**config.mk**
```make
export PLATFORM = sky130hd
export DESIGN_NAME = acc_alu_datapath
export DESIGN_NICKNAME = d
export VERILOG_FILES = /design/src/rtl/acc_alu_pkg.sv /design/src/rtl/acc_carry_chain.sv /design/src/rtl/acc_alu_core.sv /design/src/rtl/acc_operand_stage.sv /design/src/rtl/acc_alu_datapath.sv
export SDC_FILE = /design/constraint.sdc
export NUM_CORES = 1
export LEC_CHECK = 0
export BUFFER_PORTS_ARGS = -buffer_cell sky130_fd_sc_hd__clkbuf_2
export CORE_MARGIN = 2
export CORE_UTILIZATION = 53
export CTS_CLUSTER_SIZE = 20
export DETAILED_ROUTE_END_ITERATION = 10
export PLACE_DENSITY = 0.75
export SLEW_MARGIN = 40
export SYNTH_ARGS = -nofsm -noshare
export SYNTH_HDL_FRONTEND = slang
export SYNTH_SLANG_ARGS = --single-unit
```
**constraint.sdc**
```tcl
create_clock -name clk -period 9.62 [get_ports clk]
set_input_delay 0.962 -clock clk [delete_from_list [all_inputs] [get_ports clk]]
set_output_delay 0.962 -clock clk [all_outputs]
set_load 0.03 [all_outputs]
```
**src/rtl/acc_alu_pkg.sv**
```systemverilog
package acc_alu_pkg;

    typedef enum logic [2:0] {
        FN_CLEAR     = 3'd0,
        FN_NOTA_ADD  = 3'd1,
        FN_ADD_NOTB  = 3'd2,
        FN_ADD       = 3'd3,
        FN_XOR       = 3'd4,
        FN_OR        = 3'd5,
        FN_AND       = 3'd6,
        FN_PRESET    = 3'd7
    } alu_fn_e;

    // {b_keep, a_keep}
    typedef enum logic [1:0] {
        OPS_FEEDBACK = 2'b00,
        OPS_ZERO_B   = 2'b01,
        OPS_ZERO_A   = 2'b10,
        OPS_BOTH     = 2'b11
    } opsel_e;

    typedef struct packed {
        logic zero;
        logic ovf;
    } alu_flags_t;

    function automatic logic fn_is_arith(alu_fn_e fn);
        return (fn == FN_NOTA_ADD) || (fn == FN_ADD_NOTB) || (fn == FN_ADD);
    endfunction

endpackage

```
**src/rtl/acc_carry_chain.sv**
```systemverilog
module acc_carry_chain #(
    parameter int W = 16
) (
    input  logic [W-1:0] x,
    input  logic [W-1:0] y,
    input  logic         cin,
    output logic [W-1:0] sum,
    output logic         c_msb,
    output logic         c_out
);
    logic [W:0]   c;
    logic [W-1:0] gen, prop;

    assign c[0] = cin;

    for (genvar i = 0; i < W; i++) begin : g_bit
        assign gen[i]  = x[i] & y[i];
        assign prop[i] = x[i] | y[i];
        assign c[i+1]  = gen[i] | (prop[i] & c[i]);
        assign sum[i]  = x[i] ^ y[i] ^ c[i];
    end

    assign c_msb = c[W-1];
    assign c_out = c[W];
endmodule

```
**src/rtl/acc_alu_core.sv**
```systemverilog
module acc_alu_core
    import acc_alu_pkg::*;
#(
    parameter int W = 16
) (
    input  logic [W-1:0] op_a,
    input  logic [W-1:0] op_b,
    input  alu_fn_e      fn,
    input  logic         cin,
    output logic [W-1:0] f,
    output alu_flags_t   flags
);
    logic [W-1:0] x, y, sum;
    logic         c_msb, c_out;

    always_comb begin
        x = (fn == FN_NOTA_ADD) ? ~op_a : op_a;
        y = (fn == FN_ADD_NOTB) ? ~op_b : op_b;
    end

    acc_carry_chain #(.W(W)) u_chain (
        .x    (x),
        .y    (y),
        .cin  (cin),
        .sum  (sum),
        .c_msb(c_msb),
        .c_out(c_out)
    );

    always_comb begin
        unique case (fn)
            FN_CLEAR:                       f = '0;
            FN_NOTA_ADD, FN_ADD_NOTB, FN_ADD: f = sum;
            FN_XOR:                         f = op_a ^ op_b;
            FN_OR:                          f = op_a | op_b;
            FN_AND:                         f = op_a & op_b;
            FN_PRESET:                      f = '1;
            default:                        f = '0;
        endcase
    end

    always_comb begin
        flags.zero = (f == '0);
        flags.ovf  = fn_is_arith(fn) ? (c_msb ^ c_out) : 1'b0;
    end
endmodule

```
**src/rtl/acc_operand_stage.sv**
```systemverilog
module acc_operand_stage
    import acc_alu_pkg::*;
#(
    parameter int W = 16
) (
    input  logic         clk,
    input  logic         rst,
    input  logic [W-1:0] a_in,
    input  logic [W-1:0] b_in,
    input  logic         a_load_n,
    input  logic         b_load_n,
    input  logic         in_bypass,
    input  opsel_e       opsel,
    input  logic [W-1:0] fb,
    output logic [W-1:0] op_a,
    output logic [W-1:0] op_b
);
    logic [W-1:0] a_reg, b_reg;
    logic [W-1:0] a_src, b_src;

    always_ff @(posedge clk) begin
        if (rst) begin
            a_reg <= '0;
            b_reg <= '0;
        end else begin
            if (!a_load_n) a_reg <= a_in;
            if (!b_load_n) b_reg <= b_in;
        end
    end

    always_comb begin
        a_src = in_bypass ? a_in : a_reg;
        b_src = in_bypass ? b_in : b_reg;
        unique case (opsel)
            OPS_FEEDBACK: begin op_a = a_src; op_b = fb;    end
            OPS_ZERO_B:   begin op_a = a_src; op_b = '0;    end
            OPS_ZERO_A:   begin op_a = '0;    op_b = b_src; end
            default:      begin op_a = a_src; op_b = b_src; end
        endcase
    end


    a_hold_chk: assert property (@(posedge clk) disable iff (rst)
        (!$past(rst) && $past(a_load_n)) |-> (a_reg == $past(a_reg)));


    b_hold_chk: assert property (@(posedge clk) disable iff (rst)
        (!$past(rst) && $past(b_load_n)) |-> (b_reg == $past(b_reg)));


    in_reset_chk: assert property (@(posedge clk) disable iff (rst)
        $past(rst) |-> (a_reg == '0 && b_reg == '0));
endmodule

```
**src/rtl/acc_alu_datapath.sv**
```systemverilog
module acc_alu_datapath
    import acc_alu_pkg::*;
#(
    parameter int W = 16
) (
    input  logic         clk,
    input  logic         rst,
    input  logic [W-1:0] a_in,
    input  logic [W-1:0] b_in,
    input  logic [2:0]   func_sel,
    input  logic         carry_in,
    input  logic         sel_a_keep,
    input  logic         sel_b_keep,
    input  logic         a_load_n,
    input  logic         b_load_n,
    input  logic         f_load_n,
    input  logic         in_bypass,
    input  logic         out_bypass,
    input  logic         out_en,
    output logic [W-1:0] res_out,
    output logic         res_drive,
    output logic         zero_flag,
    output logic         ovf_flag
);
    alu_fn_e      fn;
    opsel_e       opsel;
    logic [W-1:0] op_a, op_b, alu_f, f_reg, res_sel;
    alu_flags_t   flags;

    assign fn    = alu_fn_e'(func_sel);
    assign opsel = opsel_e'({sel_b_keep, sel_a_keep});

    acc_operand_stage #(.W(W)) u_operands (
        .clk      (clk),
        .rst      (rst),
        .a_in     (a_in),
        .b_in     (b_in),
        .a_load_n (a_load_n),
        .b_load_n (b_load_n),
        .in_bypass(in_bypass),
        .opsel    (opsel),
        .fb       (f_reg),
        .op_a     (op_a),
        .op_b     (op_b)
    );

    acc_alu_core #(.W(W)) u_core (
        .op_a (op_a),
        .op_b (op_b),
        .fn   (fn),
        .cin  (carry_in),
        .f    (alu_f),
        .flags(flags)
    );

    always_ff @(posedge clk) begin
        if (rst)            f_reg <= '0;
        else if (!f_load_n) f_reg <= alu_f;
    end

    always_comb begin
        res_sel   = out_bypass ? alu_f : f_reg;
        res_drive = out_en;
        res_out   = out_en ? res_sel : '0;
        zero_flag = flags.zero;
        ovf_flag  = flags.ovf;
    end


    f_capture_chk: assert property (@(posedge clk) disable iff (rst)
        (!$past(rst) && !$past(f_load_n)) |-> (f_reg == $past(alu_f)));


    f_reset_chk: assert property (@(posedge clk) disable iff (rst)
        $past(rst) |-> (f_reg == '0));


    feedback_src_chk: assert property (@(posedge clk) disable iff (rst)
        (opsel == OPS_FEEDBACK) |-> (op_b == f_reg));


    clear_fn_chk: assert property (@(posedge clk) disable iff (rst)
        (fn == FN_CLEAR) |-> (alu_f == '0));


    no_logic_ovf_chk: assert property (@(posedge clk) disable iff (rst)
        !fn_is_arith(fn) |-> !ovf_flag);


    zero_port_chk: assert property (@(posedge clk) disable iff (rst)
        (zero_flag && out_en && out_bypass) |-> (res_out == '0));
endmodule

```
==> metrics.md, run 1 <==
| Metric | Value |
|---|---|
| Final std cells w/o fill | `694` |
| Leakage | `2.40 nW` |
| Vias in the first global route | `3805` |
| Critical path arrival | `8.31 ns` |
| FF+latch count, synth | `48` |
| Total negative slack | `0 ns` |
| Post-synth EDFFs | `0` |
| Via count | `3837` |
| Synth-to-Final Area Change | `13.2%` |
| RSZ-0062 raised after global routing | `false` |
| Via density | `5.53` |
| Crit share post-route | `96.4%` |
| Cells on worst reg2reg path | `31` |
| DRC | `0` |
| Outcome | `finished, final reports clean` |
| Netlist cell types | `46` |
| Synth Instances | `535` |
| CTS buffer count | `5` |
| Design area | `5050 µm²` |
| Number of cells on the worst hold path | `2` |
| Worst hold endpoint | `f_reg[6]` |
| P per Cell Area | `122 nW/µm²` |
| Reg2reg start | `u_operands.b_reg[0]` |
| Worst reg2reg setup slack | `2.24 ns` |
| Share of cells above drive strength 1 | `22.4%` |
| Slew Limit Fails | `0` |
| Critical path capture point type | `primary output` |
| Drt wl/cell | `16.9 µm` |
| Post-layout nets | `682` |
| Final worst path period need | `9.28 ns` |
| Pre-antenna DRT Iters | `4` |
| Peak VDD IR | `61.3 µV` |
| Post-synthesis async set-or-reset flop share | `0%` |
| Most common cell after layout, fill and taps aside | `nor2_1` |
| Commonest cells after routing, fill and taps aside | `nor2_1 (77), clkbuf_2 (62), mux2i_1 (55)` |
| H-tree Lvls | `2` |
| Least-Margin Pin Slew | `0.716 ns` |
| Most used cell, CP | `fa_2` |
| Global-route wire length before repair | `18.9 mm` |
| PortBufs | `64` |
| Delay of the slowest cell on the worst path | `0.46 ns` |
| Max Root-Sink Buffers | `2` |
| CTS Root Cell | `clkbuf_8` |
| Initial Util | `54.6%` |
| Clock Sink Count | `48` |
| Die Ht | `95.8 µm` |
| Num ports | `65` |
| CP Launch Type | `input pin` |
| Crit Path Max Fanout | `2` |
| MaxCap Viol Count | `0` |
| Antenna viol nets, final | `0` |
| Final setup fails | `0` |
| Hold violation count in the final report | `0` |
| Total Routed Length | `11.7 mm` |
| Most used DFF post-synth | `dfxtp_1` |
| Layout fillers | `757` |
| Worst skew pair latency | `0.31 ns` |
| GRT overflow | `0` |
| Total core area | `8180 µm²` |
| Clock skew | `0.0107 ns` |
| Total die area | `9170 µm²` |
| Peak Freq | `108 MHz` |
| # diodes | `0` |
| Placed cells | `685` |
| Die width | `95.8 µm` |
| Ys Warns | `0` |
| Hpwl dp | `9.36 mm` |
| Worst Hold Class | `reg2reg` |
| CP required | `8.66 ns` |
| Overall power | `615 µW` |
| Largest net degree at the start of global routing | `49` |
| Total GRT Usage | `26.9%` |
| Iter 0 DRT Violations | `280` |
| Mapped cell area | `4460 µm²` |
| Average size of a mapped cell | `8.34 µm²` |
| Start point of the worst hold path | `f_reg[6]` |
| Sequential area share after synthesis | `21.5%` |
| Slew Limit Headroom | `51.8%` |
| Row count | `33` |
| Dpl cell area | `4910 µm²` |
| Clk slew on worst S/H paths | `0.10 ns` |
| Syn nets | `629` |
| Hold Worst Slack | `0.484 ns` |
| RR Endpoint | `f_reg[15]` |
| Crit path kind | `in2out` |
| CP max stage cell | `fa_1` |
| CTS tree | `built` |
| Initial antenna violation count | `0` |
| RD Place Congestion | `0.943` |
[report_power, final]
group          switching (mW)  total, mW  internal, mW
Combinational           0.152      0.260         0.107
Sequential            0.00885      0.222         0.213
Clock                  0.0752      0.134        0.0584
[worst max path at each step]
stage	cells after the start	startpoint	end
floorplan	32	in_bypass	zero_flag
global placement	32	in_bypass	zero_flag
detailed placement	32	in_bypass	zero_flag
CTS	32	in_bypass	zero_flag
global route	32	in_bypass	zero_flag
finish	32	in_bypass	zero_flag
[cell usage after synthesis, types with 11 or more instances]
cell      count  area (µm²)
inv_1        54         203
nor2_1       77         289
nand2b_1     17         106
nand2_1      32         120
dfxtp_1      48         961
a211oi_1     21         158
xnor2_1      18         158
mux2i_1      55         551
mux2_2       18         203
clkbuf_1     23        86.3
xor2_1       15         131
fa_1         16         320
ha_1         32         400
a21oi_1      11        55.1
o21ai_0      20         100
[cell type report]
type | count | area (µm²) | share of cell area (%)
multi-input cells | 393 | 3170 | 62.7
clock inverters | 2 | 15.0 | 0.297
repair buffers | 85 | 489 | 9.68
flip-flops and latches | 48 | 961 | 19.0
clock buffers | 6 | 82.6 | 1.63
inverters | 55 | 206 | 4.09
well taps | 105 | 131 | 2.60
[routing by layer]
metal  wire length [µm]  track usage, %
met5                  0               0
met4                189            5.71
met3                576            4.15
met2               5640            46.2
met1               5290            35.9
[metrics by stage]
stage / utilization (%) / setup WS (ns)
floorplan: - / -0.116
CTS: 61.5 / 0.0331
finish: 61.8 / 0.343
global placement: 60.1 / 0.0516
detailed placement: 60.1 / -0.0844
global route: 61.8 / 0.000538
[critical path: cells and delay by family]
family	cells	cell delay [ns]
XOR/XNOR	1	0.21
adder cells (fa/ha/maj)	16	5.28
AO/OA/AOI/OAI	3	0.38
AND/OR/NAND/NOR	3	0.40
multiplexers	1	0.32
buffers and inverters	8	0.76
[cell families after synthesis]
| kind of cell | share of synthesized area, % |
|---|---|
| fa+ha+maj | 16.1 |
| xor+xnor | 6.47 |
| mux | 20.1 |
| compound gates | 12.9 |
| buf+inv | 8.52 |
| simple gates | 14.3 |
| flops | 21.5 |
[what timing repair did]
item	CTS	global route
hold buffers	0	0
setup buffers	0	1
gates resized for setup	6	6
cloned	0	0
pin swaps	1	0
setup endpoints to repair	1	2
Power figures use the tool's default switching activity.
==> inputs of run 2 (changes only) <==
Settings changed: CORE_UTILIZATION 53 to 54, CTS_BUF_LIST set to sky130_fd_sc_hd__clkbuf_4 sky130_fd_sc_hd__clkbuf_8, PLACE_DENSITY 0.75 to 0.76.
==> metrics.md, run 2 (same netlist as run 1, synthesis figures left out) <==
| Metric | Value |
|---|---|
| Pre-CTS setup slack | `-0.157 ns (was -0.0844 ns)` |
| Antenna viol nets, final | `0 (unchanged)` |
| Switching Fraction | `37.4% (was 38.4%)` |
| Layout fillers | `722 (was 757)` |
| Overall power | `636 µW (was 615 µW)` |
| Most common cell after layout, fill and taps aside | `nor2_1 (unchanged)` |
| Seq pwr share | `34.8% (was 36.0%)` |
| Die width | `94.9 µm (was 95.8 µm)` |
| Total Routed Length | `11.4 mm (was 11.7 mm)` |
| Delay of the slowest cell on the worst path | `0.44 ns (was 0.46 ns)` |
| Clk slew on worst S/H paths | `0.10 ns (about the same)` |
| Critical path arrival | `8.33 ns (was 8.31 ns)` |
| MaxCap Viol Count | `0 (unchanged)` |
| Vias in the first global route | `3753 (was 3805)` |
| Num ports | `65 (unchanged)` |
| Drt wl/cell | `16.4 µm (was 16.9 µm)` |
| Max Root-Sink Buffers | `2 (unchanged)` |
| CTS tree | `built (unchanged)` |
| Clock skew | `0.00924 ns (was 0.0107 ns)` |
| CP required | `8.66 ns (about the same)` |
| Hpwl dp | `9.02 mm (was 9.36 mm)` |
| Initial Util | `54.9% (was 54.6%)` |
| Logic pwr share | `40.5% (was 42.2%)` |
| Multi-input combinational cell area | `3170 µm² (about the same)` |
| Reg2reg start | `u_operands.b_reg[0] (unchanged)` |
| CP Launch Type | `input pin (unchanged)` |
| Metal-1 WL | `5.24 mm (was 5.29 mm)` |
| Highest metal used | `met4 (unchanged)` |
| Crit share post-route | `96.6% (was 96.4%)` |
| Cells on worst reg2reg path | `30 (was 31)` |
| Worst reg2reg setup slack | `2.39 ns (was 2.24 ns)` |
| Via density | `5.50 (was 5.53)` |
| Least-Margin Pin Slew | `0.735 ns (was 0.716 ns)` |
| Post-layout nets | `680 (was 682)` |
| Worst Hold Class | `reg2reg (unchanged)` |
| Crit path to | `zero_flag (unchanged)` |
| Commonest cells after routing, fill and taps aside | `nor2_1 (76), clkbuf_2 (62), mux2i_1 (55) (was nor2_1 (77), clkbuf_2 (62), mux2i_1 (55))` |
| GRT overflow | `0 (unchanged)` |
| Die Ht | `94.9 µm (was 95.8 µm)` |
| Share of cells above drive strength 1 | `22.8% (was 22.4%)` |
| Final worst path period need | `9.29 ns (was 9.28 ns)` |
| PortBufs | `64 (unchanged)` |
| Psw | `238 µW (was 237 µW)` |
| # diodes | `0 (unchanged)` |
| CP max stage cell | `fa_1 (unchanged)` |
| CTS buffer count | `5 (unchanged)` |
| Row count | `33 (unchanged)` |
| Slew Limit Fails | `0 (unchanged)` |
| Total GRT Usage | `26.2% (was 26.9%)` |
| Outcome | `finished, final reports clean (unchanged)` |
| Crit Path Max Fanout | `2 (unchanged)` |
| Worst skew pair latency | `0.32 ns (was 0.31 ns)` |
| Final setup fails | `0 (unchanged)` |
| Sequential Area | `961 µm² (unchanged)` |
| Leakage | `2.40 nW (about the same)` |
| Synth-to-Final Area Change | `13.3% (was 13.2%)` |
| Slew Limit Headroom | `50.5% (was 51.8%)` |
| Pre-antenna DRT Iters | `4 (unchanged)` |
| Iter 0 DRT Violations | `302 (was 280)` |
| DRC | `0 (unchanged)` |
| RSZ-0062 raised after global routing | `false (unchanged)` |
| Met2 WL | `5.33 mm (was 5.64 mm)` |
| H-tree Lvls | `2 (unchanged)` |
| Initial antenna violation count | `0 (unchanged)` |
| Total core area | `8130 µm² (was 8180 µm²)` |
| RR Endpoint | `f_reg[15] (unchanged)` |
| P per Cell Area | `126 nW/µm² (was 122 nW/µm²)` |
| Total die area | `9010 µm² (was 9170 µm²)` |
| Global-route wire length before repair | `18.4 mm (was 18.9 mm)` |
| Hold violation count in the final report | `0 (unchanged)` |
| RD Place Congestion | `0.911 (was 0.943)` |
| Post-route worst setup slack | `0.328 ns (was 0.343 ns)` |
| Clock share of power | `24.6% (was 21.7%)` |
| Cts hold-fix bufs | `0 (unchanged)` |
| Largest net degree at the start of global routing | `49 (unchanged)` |
| Most used cell, CP | `fa_2 (unchanged)` |
| Crit path kind | `in2out (unchanged)` |
| Internal power | `398 µW (was 379 µW)` |
| CTS Root Cell | `clkbuf_8 (unchanged)` |
| Peak Freq | `108 MHz (about the same)` |
| Critical path capture point type | `primary output (unchanged)` |
| Met3 WL | `620 µm (was 576 µm)` |
| Via count | `3806 (was 3837)` |
| Setup crit start | `in_bypass (unchanged)` |
| Peak VDD IR | `58.6 µV (was 61.3 µV)` |
| Clock Sink Count | `48 (unchanged)` |
## run 2: power by group through the flow
stage | Sequential, mW | Combinational [mW] | Clock, mW
CTS | 0.222 | 0.253 | 0.159
detailed placement | 0.226 | 0.251 | 0
global placement | 0.226 | 0.245 | 0
global route | 0.223 | 0.287 | 0.167
floorplan | 0.224 | 0.182 | 0
finish | 0.222 | 0.258 | 0.157
## run 2: area by class of cell
type / count / area share [%]
clock inverters: 3 / 0.915
well taps: 105 / 2.60
flip-flops and latches: 48 / 19.0
inverters: 55 / 4.08
multi-input cells: 393 / 62.7
repair buffers: 83 / 9.37
clock buffers: 5 / 1.36
## run 2: how the worst min path moves through the flow
stage,cells past startpoint,startpoint,slack [ns],to
after floorplan,2,f_reg[13],0.45,f_reg[13]
after global placement,2,f_reg[14],0.47,f_reg[14]
after detailed placement,2,f_reg[14],0.48,f_reg[14]
after CTS,2,f_reg[1],0.50,f_reg[1]
after global routing,2,f_reg[6],0.51,f_reg[6]
final,2,f_reg[1],0.50,f_reg[1]
## run 2: through the flow
step | utilization (%) | hold WS (ns) | TNS, ns | std cells | instance area [µm²]
final | 62.2 | 0.501 | 0 | 692 | 5060
after global routing | 62.2 | 0.514 | 0 | 692 | 5060
after CTS | 61.9 | 0.500 | 0 | 692 | 5030
after detailed placement | 60.3 | 0.483 | -0.157 | 684 | 4910
after global placement | 60.3 | 0.469 | 0 | 684 | 4900
after floorplan | - | 0.452 | -0.116 | 535 | 4480
## run 2: routing by layer
layer	up-vias	track usage, %
met5	-	0
met4	0	5.31
met3	11	3.91
met2	102	44.6
met1	1813	35.3
li1	1880	-
## run 2: what timing repair did
| item | in CTS | in global routing |
|---|---|---|
| endpoints found under the setup margin | 1 | 2 |
| pin swaps | 1 | 2 |
| buffers inserted | 0 | 0 |
| gates resized for setup | 4 | 13 |
## run 2: worst max-delay path: cells and delay by family
family | cells | cell delay [ns]
buffers and inverters | 8 | 0.74
XOR/XNOR | 1 | 0.22
AO/OA/AOI/OAI | 3 | 0.33
multiplexers | 1 | 0.32
AND/OR/NAND/NOR | 3 | 0.47
adder cells (fa/ha/maj) | 16 | 5.27
==> inputs of run 3 (changes only) <==
Settings changed: CELL_PAD_IN_SITES_DETAIL_PLACEMENT set to 1, CELL_PAD_IN_SITES_GLOBAL_PLACEMENT set to 2, CORE_UTILIZATION 54 to 32, PLACE_DENSITY 0.76 to 0.75.
==> metrics.md, run 3 (same netlist as run 1, synthesis figures left out) <==
| Metric | Value |
|---|---|
| Num ports | `65 (unchanged)` |
| DRC | `0 (unchanged)` |
| Outcome | `finished, final reports clean (unchanged)` |
| Largest net degree at the start of global routing | `49 (unchanged)` |
| Worst hold endpoint | `f_reg[13] (was f_reg[1])` |
| Commonest cells after routing, fill and taps aside | `nor2_1 (77), clkbuf_2 (62), mux2i_1 (55) (was nor2_1 (76), clkbuf_2 (62), mux2i_1 (55))` |
| Layout fillers | `1697 (was 722)` |
| CP required | `8.66 ns (about the same)` |
| Drt wl/cell | `18.2 µm (was 16.4 µm)` |
| Leakage | `2.41 nW (was 2.40 nW)` |
| CTS buffer count | `5 (unchanged)` |
| Global-route wire length before repair | `21.8 mm (was 18.4 mm)` |
| Via density | `5.02 (was 5.50)` |
| Synth-to-Final Area Change | `15.8% (was 13.3%)` |
| Crit path kind | `in2out (unchanged)` |
| Initial antenna violation count | `0 (unchanged)` |
| Iter 0 DRT Violations | `216 (was 302)` |
| # diodes | `0 (unchanged)` |
| GRT overflow | `0 (unchanged)` |
| Slew Limit Fails | `0 (unchanged)` |
| Total core area | `13800 µm² (was 8130 µm²)` |
| Worst skew pair latency | `0.34 ns (was 0.32 ns)` |
| Design area | `5170 µm² (was 5060 µm²)` |
| CP Launch Type | `input pin (unchanged)` |
| P per Cell Area | `128 nW/µm² (was 126 nW/µm²)` |
| Cells on worst reg2reg path | `30 (unchanged)` |
| Reg2reg start | `u_operands.b_reg[0] (unchanged)` |
| RSZ-0062 raised after global routing | `false (unchanged)` |
| Share of cells above drive strength 1 | `23.1% (was 22.8%)` |
| H-tree Lvls | `2 (unchanged)` |
| CTS Root Cell | `clkbuf_8 (unchanged)` |
| Total Routed Length | `14.0 mm (was 11.4 mm)` |
| Total GRT Usage | `19.4% (was 26.2%)` |
| Slew Limit Headroom | `41.6% (was 50.5%)` |
| Final setup fails | `0 (unchanged)` |
| Via count | `3864 (was 3806)` |
| Critical path capture point type | `primary output (unchanged)` |
| Start point of the worst hold path | `f_reg[13] (was f_reg[1])` |
| CP max stage cell | `or4_1 (was fa_1)` |
| Clk slew on worst S/H paths | `0.10 ns (about the same)` |
| Total die area | `14900 µm² (was 9010 µm²)` |
| Crit Path Max Fanout | `5 (was 2)` |
| Max Root-Sink Buffers | `2 (unchanged)` |
| Most common cell after layout, fill and taps aside | `nor2_1 (unchanged)` |
| RR Endpoint | `f_reg[15] (unchanged)` |
| Overall power | `660 µW (was 636 µW)` |
| Delay of the slowest cell on the worst path | `0.56 ns (was 0.44 ns)` |
| Peak Freq | `108 MHz (about the same)` |
| Vias in the first global route | `4075 (was 3753)` |
| Most used cell, CP | `fa_2 (unchanged)` |
| Peak VDD IR | `70.1 µV (was 58.6 µV)` |
| Dpl cell area | `5010 µm² (was 4910 µm²)` |
| Row count | `43 (was 33)` |
| Cts hold-fix bufs | `0 (unchanged)` |
| Least-Margin Pin Slew | `0.866 ns (was 0.735 ns)` |
| Die Ht | `122 µm (was 94.9 µm)` |
| Final worst path period need | `9.29 ns (about the same)` |
| RD Place Congestion | `0.862 (was 0.911)` |
| Clock Sink Count | `48 (unchanged)` |
| Hpwl dp | `11.0 mm (was 9.02 mm)` |
| Pre-antenna DRT Iters | `4 (unchanged)` |
| Worst Hold Class | `reg2reg (unchanged)` |
| Crit share post-route | `96.6% (about the same)` |
| Post-CTS Setup Repair Bufs | `0 (unchanged)` |
| Clock skew | `0.00660 ns (was 0.00924 ns)` |
| Worst reg2reg setup slack | `2.34 ns (was 2.39 ns)` |
| Post-layout nets | `682 (was 680)` |
| Die width | `122 µm (was 94.9 µm)` |
| Critical path arrival | `8.33 ns (about the same)` |
| CTS tree | `built (unchanged)` |
| PortBufs | `64 (unchanged)` |
| Antenna viol nets, final | `0 (unchanged)` |
| MaxCap Viol Count | `0 (unchanged)` |
| Number of cells on the worst hold path | `2 (unchanged)` |
| Initial Util | `32.4% (was 54.9%)` |
| Hold violation count in the final report | `0 (unchanged)` |
==> run 3: changes by cell type in the layout (fill, tap and decap cells not counted), sizes merged <==
cell / change
buf: +2
clkinv: +2
clkinvlp: -1
inv: -1
==> run 3: per-layer routing <==
layer,share of wire (%),track usage [%]
met4,1.5,4.96
met1,47,25.6
met2,48,33.4
met5,0,0
met3,4.1,2.76
==> run 3: power by group <==
group / switching (mW) / total, mW / internal, mW
combinational: 0.163 / 0.271 / 0.108
sequential: 0.00885 / 0.222 / 0.213
clock: 0.0882 / 0.167 / 0.0786
==> run 3: area by class of cell <==
class	instances	area, µm²	share of cell area, %
Inverter	55	206	4.00
Clock inverter	3	47.5	0.920
Multi-Input combinational cell	393	3170	61.3
Clock buffer	5	68.8	1.33
Timing Repair Buffer	85	489	9.47
Tap cell	180	225	4.36
Sequential cell	48	961	18.6
==> run 3: critical path, delay by kind of cell <==
family | cells | cell delay (ns)
XOR/XNOR | 1 | 0.24
multiplexers | 1 | 0.13
adder cells (fa/ha/maj) | 15 | 5.08
AND/OR/NAND/NOR | 3 | 1.05
AO/OA/AOI/OAI | 1 | 0.07
buffers and inverters | 8 | 0.79
==> run 3: metrics by stage <==
step | setup slack, ns | util, % | setup TNS (ns) | instances | hold slack [ns]
2_1_floorplan | -0.116 | - | -0.116 | 535 | 0.452
3_3_place_gp | 0.0331 | 36.4 | 0 | 761 | 0.466
3_5_place_dp | -0.143 | 36.4 | -0.143 | 761 | 0.478
4_1_cts | 0.0351 | 37.4 | 0 | 769 | 0.493
5_1_grt | 0.00965 | 37.5 | 0 | 769 | 0.522
6_report | 0.328 | 37.5 | 0 | 769 | 0.488
==> run 3: worst max path at each step <==
| stage | from | end | slack, ns | cells after the start |
|---|---|---|---|---|
| 2_1_floorplan | in_bypass | zero_flag | -0.12 | 32 |
| 3_3_place_gp | in_bypass | zero_flag | 0.03 | 32 |
| 3_5_place_dp | in_bypass | zero_flag | -0.14 | 32 |
| 4_1_cts | in_bypass | zero_flag | 0.04 | 32 |
| 5_1_grt | in_bypass | zero_flag | 0.01 | 32 |
| 6_report | in_bypass | zero_flag | 0.33 | 29 |
==> run 3: timing repair <==
item                                   in CTS  in global routing
setup endpoints to repair                   1                  2
endpoints found under the hold margin       0                  0
resized for setup                           5                 12
gates cloned                                0                  0
pin swaps                                   0                  4
